File: src/rtl/led_fmt_pkg.sv
package led_fmt_pkg;

  localparam int ST_W  = 6;
  localparam int FMT_W = 4;
  localparam int FLD_W = ST_W + 2;
  localparam int FLDWW = $clog2(FLD_W + 1);

  typedef enum logic [1:0] {
    ACT_NONE   = 2'd0,
    ACT_MERGED = 2'd1,
    ACT_SPLIT  = 2'd2,
    ACT_BAD    = 2'd3
  } act_mode_e;

  typedef struct packed {
    logic      ok;
    act_mode_e mode;
    logic [2:0] nstat;
  } fmt_dec_t;

  // Upper two code bits pick the activity prefix, lower two the status count.
  function automatic fmt_dec_t decode_fmt(input logic [FMT_W-1:0] code);
    fmt_dec_t d;
    d.mode = act_mode_e'(code[3:2]);
    case (code[1:0])
      2'd0:    d.nstat = 3'd1;
      2'd1:    d.nstat = 3'd2;
      2'd2:    d.nstat = 3'd4;
      default: d.nstat = 3'd6;
    endcase
    d.ok = (d.mode != ACT_BAD) && !((d.mode != ACT_NONE) && (code[1:0] == 2'd3));
    return d;
  endfunction

endpackage

File: src/rtl/led_act_stretch.sv
module led_act_stretch #(
  parameter int RATE_W = 8
) (
  input  logic              clk,
  input  logic              rst_s,
  input  logic              strobe,
  input  logic              tick,
  input  logic [RATE_W-1:0] rate,
  output logic              ind
);

  logic [RATE_W-1:0] cnt_q, cnt_d, rate_eff;
  logic              cnt_en;

  always_comb begin
    rate_eff = (rate == '0) ? RATE_W'(1) : rate;
    cnt_en   = strobe || (tick && (cnt_q != '0));
    if (strobe) cnt_d = rate_eff;
    else        cnt_d = cnt_q - RATE_W'(1);
  end

  always_ff @(posedge clk or negedge rst_s) begin
    if (!rst_s)      cnt_q <= '0;
    else if (cnt_en) cnt_q <= cnt_d;
  end

  assign ind = (cnt_q != '0);

  assert_seen_R6: assert property (@(posedge clk) disable iff (!rst_s)
    strobe |=> ind);
  assert_hold_R6: assert property (@(posedge clk) disable iff (!rst_s)
    (!strobe && !tick) |=> $stable(cnt_q));
  assert_fall_R7: assert property (@(posedge clk) disable iff (!rst_s)
    $fell(ind) |-> $past(tick && !strobe));
  assert_reload_R8: assert property (@(posedge clk) disable iff (!rst_s)
    (strobe && tick) |=> (cnt_q == $past(rate_eff)));

endmodule

File: src/rtl/led_field_pack.sv
module led_field_pack
  import led_fmt_pkg::*;
(
  input  fmt_dec_t         dec,
  input  logic             en,
  input  logic             tx_ind,
  input  logic             rx_ind,
  input  logic [ST_W-1:0]  status,
  output logic [FLD_W-1:0] field,
  output logic [FLDWW-1:0] width
);

  logic [1:0]       lead_n;
  logic [FLD_W-1:0] lead, smask, stat_sh;

  always_comb begin
    case (dec.mode)
      ACT_MERGED: begin lead_n = 2'd1; lead = FLD_W'(tx_ind | rx_ind); end
      ACT_SPLIT:  begin lead_n = 2'd2; lead = FLD_W'({rx_ind, tx_ind}); end
      default:    begin lead_n = 2'd0; lead = '0; end
    endcase
    smask   = (FLD_W'(1) << dec.nstat) - FLD_W'(1);
    stat_sh = (FLD_W'(status) & smask) << lead_n;
    if (dec.ok && en) begin
      field = lead | stat_sh;
      width = FLDWW'(lead_n) + FLDWW'(dec.nstat);
    end else begin
      field = '0;
      width = '0;
    end
  end

endmodule

File: src/rtl/led_status_fmt.sv
module led_status_fmt
  import led_fmt_pkg::*;
#(
  parameter int NPORT  = 8,
  parameter int RATE_W = 8
) (
  input  logic                   clk,
  input  logic                   rst_n,
  input  logic [NPORT-1:0]       tx_act,
  input  logic [NPORT-1:0]       rx_act,
  input  logic [NPORT*ST_W-1:0]  port_status,
  input  logic [NPORT-1:0]       port_en,
  input  logic [FMT_W-1:0]       fmt_code,
  input  logic [RATE_W-1:0]      blink_rate,
  input  logic                   latch_tick,
  output logic [NPORT*FLD_W-1:0] field_out,
  output logic [NPORT*FLDWW-1:0] width_out
);

  logic [1:0] rst_sync_q;
  logic       rst_s;
  fmt_dec_t   dec;

  always_ff @(posedge clk or negedge rst_n) begin
    if (!rst_n) rst_sync_q <= 2'b00;
    else        rst_sync_q <= {rst_sync_q[0], 1'b1};
  end
  assign rst_s = rst_sync_q[1];

  assign dec = decode_fmt(fmt_code);

  for (genvar p = 0; p < NPORT; p++) begin : g_port
    logic tx_ind, rx_ind;
    logic [FLD_W-1:0] fld;
    logic [FLDWW-1:0] wid;

    led_act_stretch #(.RATE_W(RATE_W)) u_tx (
      .clk(clk), .rst_s(rst_s), .strobe(tx_act[p]), .tick(latch_tick),
      .rate(blink_rate), .ind(tx_ind));
    led_act_stretch #(.RATE_W(RATE_W)) u_rx (
      .clk(clk), .rst_s(rst_s), .strobe(rx_act[p]), .tick(latch_tick),
      .rate(blink_rate), .ind(rx_ind));
    led_field_pack u_pack (
      .dec(dec), .en(port_en[p]), .tx_ind(tx_ind), .rx_ind(rx_ind),
      .status(port_status[p*ST_W +: ST_W]), .field(fld), .width(wid));

    assign field_out[p*FLD_W +: FLD_W] = fld;
    assign width_out[p*FLDWW +: FLDWW] = wid;

    assert_disabled_R5: assert property (@(posedge clk) disable iff (!rst_s)
      !port_en[p] |-> (fld == '0 && wid == '0));
    assert_reserved_R4: assert property (@(posedge clk) disable iff (!rst_s)
      (fmt_code == 4'h7 || fmt_code > 4'hA) |-> (wid == '0));
    assert_upper_zero_R10: assert property (@(posedge clk) disable iff (!rst_s)
      ((fld >> wid) == '0));
    assert_width_max_R10: assert property (@(posedge clk) disable iff (!rst_s)
      (wid <= FLDWW'(FLD_W - 2)));
  end

endmodule

File: config.mk
export PLATFORM = sky130hd
export DESIGN_NAME = led_status_fmt
export DESIGN_NICKNAME = d
export VERILOG_FILES = /design/src/rtl/led_fmt_pkg.sv /design/src/rtl/led_act_stretch.sv /design/src/rtl/led_field_pack.sv /design/src/rtl/led_status_fmt.sv
export SDC_FILE = /design/constraint.sdc
export NUM_CORES = 1
export LEC_CHECK = 0
export CORE_MARGIN = 5
export CORE_UTILIZATION = 65
export DETAILED_ROUTE_END_ITERATION = 8
export DONT_BUFFER_PORTS = 1
export MAX_ROUTING_LAYER = met4
export PLACE_DENSITY = 0.81
export RECOVER_POWER = 25
export SETUP_SLACK_MARGIN = 0.5
export SLEW_MARGIN = 10
export SYNTH_ARGS = -nofsm -noshare
export SYNTH_HDL_FRONTEND = slang
export SYNTH_SLANG_ARGS = --single-unit
File: constraint.sdc
create_clock -name clk -period 7.2 [get_ports clk]
set_input_delay 1.8 -clock clk [delete_from_list [all_inputs] [get_ports clk]]
set_output_delay 1.8 -clock clk [all_outputs]
set_load 0.01 [all_outputs]
## Word-level counts from Yosys, hierarchy flattened

Index checks and enable logic that the tools add are counted.
W data, S select, Z words.

| cells by class | value |
|---|---|
| add/sub/neg operators | 18 |
| equality and inequality tests | 6 |
| shift operators | 9 |
| muxes and demuxes | 43 |
| bitwise logic cells | 24 |
| reduce and logical (&&, ||, !) cells | 62 |

Operators by type and width:

| operator | number |
|---|---|
| $mux W8 | 25 |
| $pmux W8 S2 | 8 |
| $reduce_bool A8 Y1 | 16 |
| $sub A8 B1 Y8 const B | 16 |
| $and A6 B8 Y8 | 8 |
| $or A8 B8 Y8 | 8 |
| $shl A8 B2 Y8 | 8 |
| $mux W4 | 8 |
| $logic_and A1 B1 Y1 | 26 |
| $logic_or A1 B1 Y1 | 16 |
| $pmux W3 S3 | 1 |
| $logic_not A8 Y1 | 1 |
| $or A1 B1 Y1 | 8 |
| $shl A1 B3 Y8 const A | 1 |
| $sub A8 B2 Y8 const B | 1 |
| $eq A2 B2 Y1 const B | 3 |
| $add A2 B3 Y4 | 1 |
| $eq A2 B1 Y1 const B | 2 |
| $pmux W2 S2 | 1 |
| $logic_not A2 Y1 | 1 |
| $ne A2 B2 Y1 const B | 1 |
| $reduce_bool A2 Y1 | 1 |
| $logic_not A1 Y1 | 1 |

| storage, ports and cells | value |
|---|---|
| register bits after elaboration | 130 |
| bits of input ports | 87 |
| output and inout port bits | 96 |
| word-level logic and storage cells | 179 |

## Longest topological paths before layout

Gate-level depths: netlist (run 1).

| logic depth | value |
|---|---|
| depth after elaboration | 8 |
| mapped depth | 9 |
| gate-level depth less buffers | 7 |

## Cells and area by module

From an unflattened synthesis (run 1), not the netlist that was laid out.

| unflattened totals | value |
|---|---|
| cell total of the unflattened synthesis | 1649 |
| area total of the unflattened synthesis | 13321.5 um^2 |

By module, submodules not included:

| module | instances | cells each | area an instance (um^2) | sequential area each (um^2) |
|---|---|---|---|---|
| led_act_stretch | 16 | 64 | 570.5 | 200.2 |
| led_field_pack (g_port[0].u_pack ...) | 7 | 77 | 514.2 | 0.0 |
| led_field_pack (g_port[7].u_pack) | 1 | 78 | 510.5 | 0.0 |
| led_status_fmt | 1 | 8 | 82.6 | 50.0 |

## Worst setup path after synthesis (run 1)

Ideal clock, no wire load.

| timing | value |
|---|---|
| path kind | input to output |
| start point | input fmt_code[2] |
| end point | output width_out[10] |
| arrival | 3603 ps |
| data required time | 5400 ps |
| path slack | 1797 ps |
| cell stages on the path | 8 |
| buffers on the path | 2 |
| cell sequence | inv_1 -> ha_1 -> clkbuf_1 -> inv_1 -> clkbuf_1 -> fa_1 -> xor2_1 -> nor2_1 |

| on the way | value |
|---|---|
| cells in the longest elaborated chain, start to end | 6 |
| elaborated cells between the ends (all ways) | 11 |
| those cells by class | add/sub (1); eq/ne (3); mux (2); reduce/logical (5) |

Ends and longest elaborated chain:

| item | line | source |
|---|---|---|
| start: declaration | led_status_fmt.sv:13 | `input logic [FMT_W-1:0] fmt_code,` |
| branches (longest 5 deep; another with $add A2 B3 Y4) | - |  |
| $mux W4 (*) | led_field_pack.sv:24 | `if (dec.ok && en) begin` |
| end: declaration | led_status_fmt.sv:17 | `output logic [NPORT*FLDWW-1:0] width_out` |

Mark *: on every way between the ends.

## Worst setup path after layout (run 1)

| timing | value |
|---|---|
| start point | input fmt_code[2] |
| end point | output field_out[34] |

| on the way | value |
|---|---|
| cells in the longest elaborated chain, start to end | 6 |
| elaborated cells between the ends (all ways) | 12 |
| those cells by class | eq/ne (3); shift (1); mux (2); bitwise (1); reduce/logical (5) |

Ends and longest elaborated chain:

| item | line | source |
|---|---|---|
| branches (longest 5 deep; another with $shl A8 B2 Y8) | - |  |
| $mux W8 (*) | led_field_pack.sv:24 |  |
| end: declaration | led_status_fmt.sv:16 | `output logic [NPORT*FLD_W-1:0] field_out,` |

Marks and branches as above.

==> results.json, run 1 <==
{
  "clock_latency_ns": 0.43,
  "post-route-util_pct": 69.3,
  "crit_start": "fmt_code[2]",
  "synthesis.area_sq_um": 10100,
  "die_h_um": 134,
  "yosys.area.top_type_share_pct": 32.3,
  "io_pins": 183,
  "relSlewSlack_pct": -39.9,
  "core-area_sq_um": 15200,
  "min_period_over_period_pct": 79.9,
  "syn_nets": 1340,
  "grt_setup_unrepaired": "no",
  "synth_top_family_by_area": "simple AND/OR/NAND/NOR gates",
  "regToRegStartpoint": "rst_sync_q[1]",
  "synth_cell_types": 71,
  "synth_compound_area_share_pct": 20.8,
  "min_period_ns": 5.75,
  "worst_slew_pin_slew_ns": 2.10,
  "yosys-mux-area-fraction_pct": 7.45,
  "finalHoldViolCount": 0,
  "worstHoldStart": "rst_sync_q[0]",
  "start_util_pct": 66.3,
  "cts_tree": "yes",
  "cp_slowest_stage_delay_ns": 0.78,
  "synthFlopType": "dfrtp_1",
  "grt_usage_pct": 32.0,
  "maxCapViolCount": 2,
  "slowest_stage": "nor2b_1",
  "htree_levels": 4,
  "synth_xor_area_share_pct": 4.78,
  "yosysMostFrequentCell": "nand2_1",
  "rows": 45,
  "dr.pass1.iters": 6,
  "synth_top_area_cell": "dfrtp_1",
  "synthCells": 1214,
  "hold_ws_ns": 0.353,
  "cp-endpoint": "field_out[34]",
  "antenna_found_initial": 0,
  "place_ws_ns": 1.51,
  "place_congestion": 0.920,
  "reg2reg_slack_ns": 3.51,
  "path_class": "input pin to output port",
  "crit_fanout": 58,
  "cts_hold_buf": 0,
  "status": "finished with violations",
  "synth_seq_cells": 130,
  "synthSimpleGateAreaFrac_pct": 24.5,
  "end_kind": "output port",
  "final_cells": 1355,
  "drive_gt1_share_pct": 9.08,
  "yosys-top-cells-area": "dfrtp_1 (32%), nand2_1 (5.2%), ha_1 (4.7%)",
  "grt_max_degree": 78,
  "violations": "capacitance limit, slew limit",
  "crit_required_ns": 5.40,
  "die_area_sq_um": 18100,
  "hold_path_class": "register to register",
  "antenna_cells": 0,
  "hpwl_mm": 19.7,
  "finalClockSkew_ns": 0.00994,
  "io_buffers": 0,
  "synthAdderAreaFrac_pct": 4.92,
  "grt_pass1_wl_mm": 44.8,
  "yosysSeqAreaShare_pct": 32.3,
  "routed_wl_mm": 28.8,
  "viasPerCell": 6.69,
  "yosys-top-cells-count": "nand2_1 (140), dfrtp_1 (130), nor2_1 (108), a21oi_1 (74), o21ai_0 (68)",
  "fill_cells": 1179,
  "crit_chain": "inv_1, ha_2, buf_4, nor2b_1, a2bb2oi_1, nor2_1",
  "cts.clk_slew.worst_paths_ns": 0.05,
  "drtIter0Drc": 920,
  "cts_setup_buffers": 0,
  "peakVddDrop_mv": 0.158,
  "arrival_ns": 3.95,
  "area_growth_pct": 4.50,
  "dp_cells": 1324,
  "synth-edff-count": 0,
  "ff2ff_path_depth": 1,
  "synthArstFlopShare_pct": 100,
  "drc": 0,
  "grt_pass1_vias": 8517,
  "syn_area_per_cell_sq_um": 8.30,
  "finalSetupViolCount": 0,
  "power_density_nw_per_um2": 210,
  "fmax_mhz": 174,
  "grt_overflow": 0,
  "reg2reg_to": "g_port[1].u_tx.cnt_q[0]",
  "clockBufferDepth": 2,
  "cts-resized-gates": 0,
  "root_buffer": "clkbuf_16",
  "die_width_um": 134,
  "cts_sinks": 130,
  "p_leak_nw": 4.13,
  "final_nets": 1281,
  "vias": 9063,
  "crit_path_start_kind": "input pin",
  "drv_slew": 131,
  "layout_setup_ws_ns": 1.45,
  "fin_tns_setup_ns": 0,
  "yosys_warnings": 0,
  "wire_per_inst_um": 21.2,
  "postRouteAntennaNets": 0,
  "cts_made_buffers": 17
}
## cells in the final DEF (no fill, tap or decap), types with 7 or more instances in the layout
cell         n
nor4_1      20
a221o_1      9
nor2_1     108
nor4_2      13
and3_1       9
or2_2       10
nor2b_1     18
nand2_1    140
a22oi_1     15
nor3_1      34
xor2_1       7
a21boi_0    13
clkbuf_16   17
a32oi_1      8
o21a_1      12
inv_1       50
xnor2_1     48
a211oi_1    48
nor3b_1     33
mux2_2      38
ha_1        36
o21ai_0     72
a21oi_1     74
nand3b_1    12
or3b_1      11
nand3_1     18
a21o_1      12
o21ai_1     20
mux2i_1     30
dfrtp_1    130
## area by class of cell
class | instances | area, sq um | area share [%]
repair buffers | 4 | 27.5 | 0.261
well taps | 188 | 235 | 2.23
flip-flops and latches | 130 | 3250 | 30.9
clock buffers | 26 | 499 | 4.74
inverters | 51 | 191 | 1.82
clock inverters | 5 | 27.5 | 0.261
multi-input cells | 951 | 6290 | 59.8
## sequential cells by signal, summed over array words and instances (netlist names)
name and cells:
g_port.u_rx.cnt_q 64, g_port.u_tx.cnt_q 64, rst_sync_q 2
## power by group
part | internal, mW | switching (mW) | total [mW]
Clock | 0.472 | 0.315 | 0.787
Sequential | 0.820 | 0.108 | 0.928
Combinational | 0.223 | 0.278 | 0.501
Total | 1.51 | 0.702 | 2.22
## kinds of logic (layout without fill, tap and decap cells)
| logic type | Yosys count | after routing |
|---|---|---|
| adder cells (fa/ha/maj) | 39 | 39 |
| multiplexers | 70 | 70 |
| AND/OR/NAND/NOR | 462 | 462 |
| buffers and inverters | 133 | 86 |
| flip-flops | 130 | 130 |
| other | 1 | 1 |
| XOR/XNOR | 55 | 55 |
| AO/OA/AOI/OAI | 324 | 324 |
## critical path: cells and delay by family
| kind | cells | cell delay, ns |
|---|---|---|
| buf+inv | 2 | 0.60 |
| simple gates | 2 | 1.00 |
| fa+ha+maj | 1 | 0.39 |
| compound gates | 1 | 0.15 |
## routing by layer
metal | GRT usage [%] | wire length, um | up-vias | part of all wire [%]
met5 | - | 0 | - | 0
met1 | 37.1 | 11300 | 4350 | 39
met2 | 52.7 | 13900 | 375 | 48
met3 | 8.42 | 2470 | 91 | 8.6
met4 | 14.0 | 1170 | 0 | 4.1
li1 | - | - | 4247 | -
## metrics by stage
stage          total power [mW]  area, sq um
3_5_place_dp               1.43        10000
4_1_cts                    2.22        10500
2_1_floorplan              1.35        10100
3_3_place_gp               1.41        10000
5_1_grt                    2.33        10500
6_report                   2.22        10500
## worst min-delay path by stage
stage / end / slack, ns / depth (start not counted)
after floorplan: rst_sync_q[1] / 0.33 / 0
after global placement: rst_sync_q[1] / 0.34 / 0
after detailed placement: rst_sync_q[1] / 0.34 / 0
after CTS: rst_sync_q[1] / 0.35 / 0
after global routing: rst_sync_q[1] / 0.38 / 0
final: rst_sync_q[1] / 0.35 / 0
(Power assumes the default switching activity.)
==> run 2, diff against run 1 <==
--- a/config.mk
+++ b/config.mk
@@ -6,11 +6,11 @@
 export NUM_CORES = 1
 export LEC_CHECK = 0
 export CORE_MARGIN = 5
-export CORE_UTILIZATION = 65
+export CORE_UTILIZATION = 59
 export DETAILED_ROUTE_END_ITERATION = 8
 export DONT_BUFFER_PORTS = 1
 export MAX_ROUTING_LAYER = met4
-export PLACE_DENSITY = 0.81
+export PLACE_DENSITY = 0.78
 export RECOVER_POWER = 25
 export SETUP_SLACK_MARGIN = 0.5
 export SLEW_MARGIN = 10
==> constraint.sdc (replaced) <==
create_clock -name clk -period 4.9 [get_ports clk]
set_input_delay 1.225 -clock clk [delete_from_list [all_inputs] [get_ports clk]]
set_output_delay 1.225 -clock clk [all_outputs]
set_load 0.01 [all_outputs]
==> run 2 against run 1 <==
Against the previous run: the flow still finishes with violations (capacitance limit, slew limit); design area increased by 1.8%; clock skew decreased by 0.0042 ns; critical path depth increased by 1; sequential share of layout area decreased by 0.54 points; die area increased by 9.4%; sequential power increased by 48%; setup slack got worse by 0.63 ns; register-to-register slack got worse by 2.0 ns; combinational power increased by 48%; routed wire length increased by 3.0%; clock-buffer cell count decreased by 4; power increased by 53%; highest routed layer unchanged.
==> results.json, run 2 (synthesis gave the netlist of run 1 again) <==
{
  "status": "finished with violations",
  "violations": "capacitance limit, slew limit",
  "grt_pass1_vias": 8549,
  "dr.pass1.iters": 5,
  "crit_required_ns": 3.67,
  "place_ws_ns": 0.711,
  "p_comb_share_pct": 21.8,
  "cts_sinks": 130,
  "area_growth_pct": 6.35,
  "hold_path_class": "register to register",
  "cts.clk_slew.worst_paths_ns": 0.06,
  "path_class": "input pin to output port",
  "io_buffers": 0,
  "worstHoldStart": "rst_sync_q[0]",
  "root_buffer": "clkbuf_16",
  "grt_pass1_wl_mm": 46.8,
  "maxCapViolCount": 1,
  "fill_cells": 1441,
  "grt_overflow": 0,
  "drive_gt1_share_pct": 10.1,
  "wire_per_inst_um": 21.2,
  "vias": 9064,
  "die_width_um": 141,
  "routed_wl_mm": 29.6,
  "die_h_um": 141,
  "rows": 47,
  "hpwl_mm": 20.7,
  "clkPwrFrac_pct": 38.0,
  "fin_area_sq_um": 10700,
  "fmax_mhz": 245,
  "crit_start": "fmt_code[2]",
  "crit_fanout": 15,
  "grt_max_degree": 66,
  "clockBufferDepth": 2,
  "drv_slew": 66,
  "place_congestion": 1.06,
  "sw_frac_of_total_pct": 30.5,
  "clock_latency_ns": 0.42,
  "cts_setup_buffers": 0,
  "grt_setup_unrepaired": "no",
  "final_nets": 1289,
  "finalClockSkew_ns": 0.00572,
  "start_util_pct": 60.5,
  "die_area_sq_um": 19800,
  "crit_path_start_kind": "input pin",
  "relSlewSlack_pct": -75.8,
  "antenna_found_initial": 1,
  "post-route-util_pct": 64.4,
  "switchingPower_mw": 1.04,
  "power_density_nw_per_um2": 317,
  "layout_setup_ws_ns": 0.816,
  "min_period_over_period_pct": 83.3,
  "cts_made_buffers": 17,
  "core-area_sq_um": 16600,
  "cts_tree": "yes",
  "regToRegStartpoint": "rst_sync_q[1]",
  "top_regs": "g_port.u_rx.cnt_q: 64 flops, g_port.u_tx.cnt_q: 64 flops, rst_sync_q: 2 flops",
  "finalSetupViolCount": 0,
  "arrival_ns": 2.86,
  "place_area_sq_um": 10100,
  "mostFrequentLayoutCells": "nand2_1 (140), dfrtp_1 (130), nor2_1 (108)",
  "end_kind": "output port",
  "power_frac_seq_pct": 40.2,
  "min_period_ns": 4.08,
  "final_common_cell": "nand2_1",
  "finalHoldViolCount": 0,
  "power_mw": 3.39,
  "drc": 0,
  "p_leak_nw": 4.20,
  "htree_levels": 4,
  "viasPerCell": 6.49,
  "io_pins": 183,
  "grt_usage_pct": 30.4,
  "peakVddDrop_mv": 0.233,
  "worst_slew_pin_slew_ns": 2.64,
  "internal-power_mw": 2.36,
  "postRouteAntennaNets": 0,
  "fin_tns_setup_ns": 0,
  "drtIter0Drc": 800
}
-- run 2: worst paths after layout --
path	to	slack, ns	cells past startpoint
max in group asynchronous	g_port[4].u_tx.cnt_q[3]	1.47	1
min in group asynchronous	rst_sync_q[0]	0.50	0
worst min-delay path	rst_sync_q[1]	0.36	0
worst max register to register	g_port[4].u_tx.cnt_q[3]	1.47	1
worst min register to register	rst_sync_q[1]	0.36	0
worst max-delay path	field_out[63]	0.82	7
-- run 2: repair_timing --
action	4_1_cts	5_1_grt
gates resized for setup	0	1
endpoints found under the setup margin	0	6
hold buffers	0	0
-- run 2: area by class of cell --
| type | instances | area (sq um) | area share (%) |
|---|---|---|---|
| clock buffer | 22 | 464 | 4.33 |
| inverter | 51 | 191 | 1.79 |
| tap | 220 | 275 | 2.57 |
| antenna | 1 | 2.50 | 0.0234 |
| timing repair buffer | 12 | 86.3 | 0.806 |
| clock inverter | 10 | 133 | 1.24 |
| multi-input combinational | 951 | 6310 | 58.9 |
| sequential | 130 | 3250 | 30.4 |
-- run 2: layer usage --
metal  GRT usage [%]  vias up  routed length (um)
met1            35.9     4379               11900
met2            50.8      350               14600
met3            7.01       67                2220
met5               -        -                   0
li1                -     4268                   -
met4            11.2        0                 890
-- run 2: critical path, stage by stage --
cell,delay [ns]
inv_1,0.06
ha_1,0.13
nand3b_1,0.11
nor2b_1,0.13
buf_4,0.20
nand2_1,0.33
nor4_1,0.66
-- run 2: power groups by stage --
| stage | Sequential [mW] | Clock (mW) | Combinational (mW) |
|---|---|---|---|
| 4_1_cts | 1.36 | 1.30 | 0.737 |
| 2_1_floorplan | 1.35 | 0 | 0.635 |
| 5_1_grt | 1.39 | 1.35 | 0.831 |
| 3_3_place_gp | 1.37 | 0 | 0.710 |
| 3_5_place_dp | 1.38 | 0 | 0.728 |
| 6_report | 1.37 | 1.29 | 0.739 |
-- run 2: through the flow --
| step | cells | hold slack [ns] |
|---|---|---|
| global placement | 1364 | 0.337 |
| CTS | 1396 | 0.359 |
| detailed placement | 1364 | 0.346 |
| global route | 1397 | 0.375 |
| floorplan | 1214 | 0.331 |
| finish | 1397 | 0.357 |
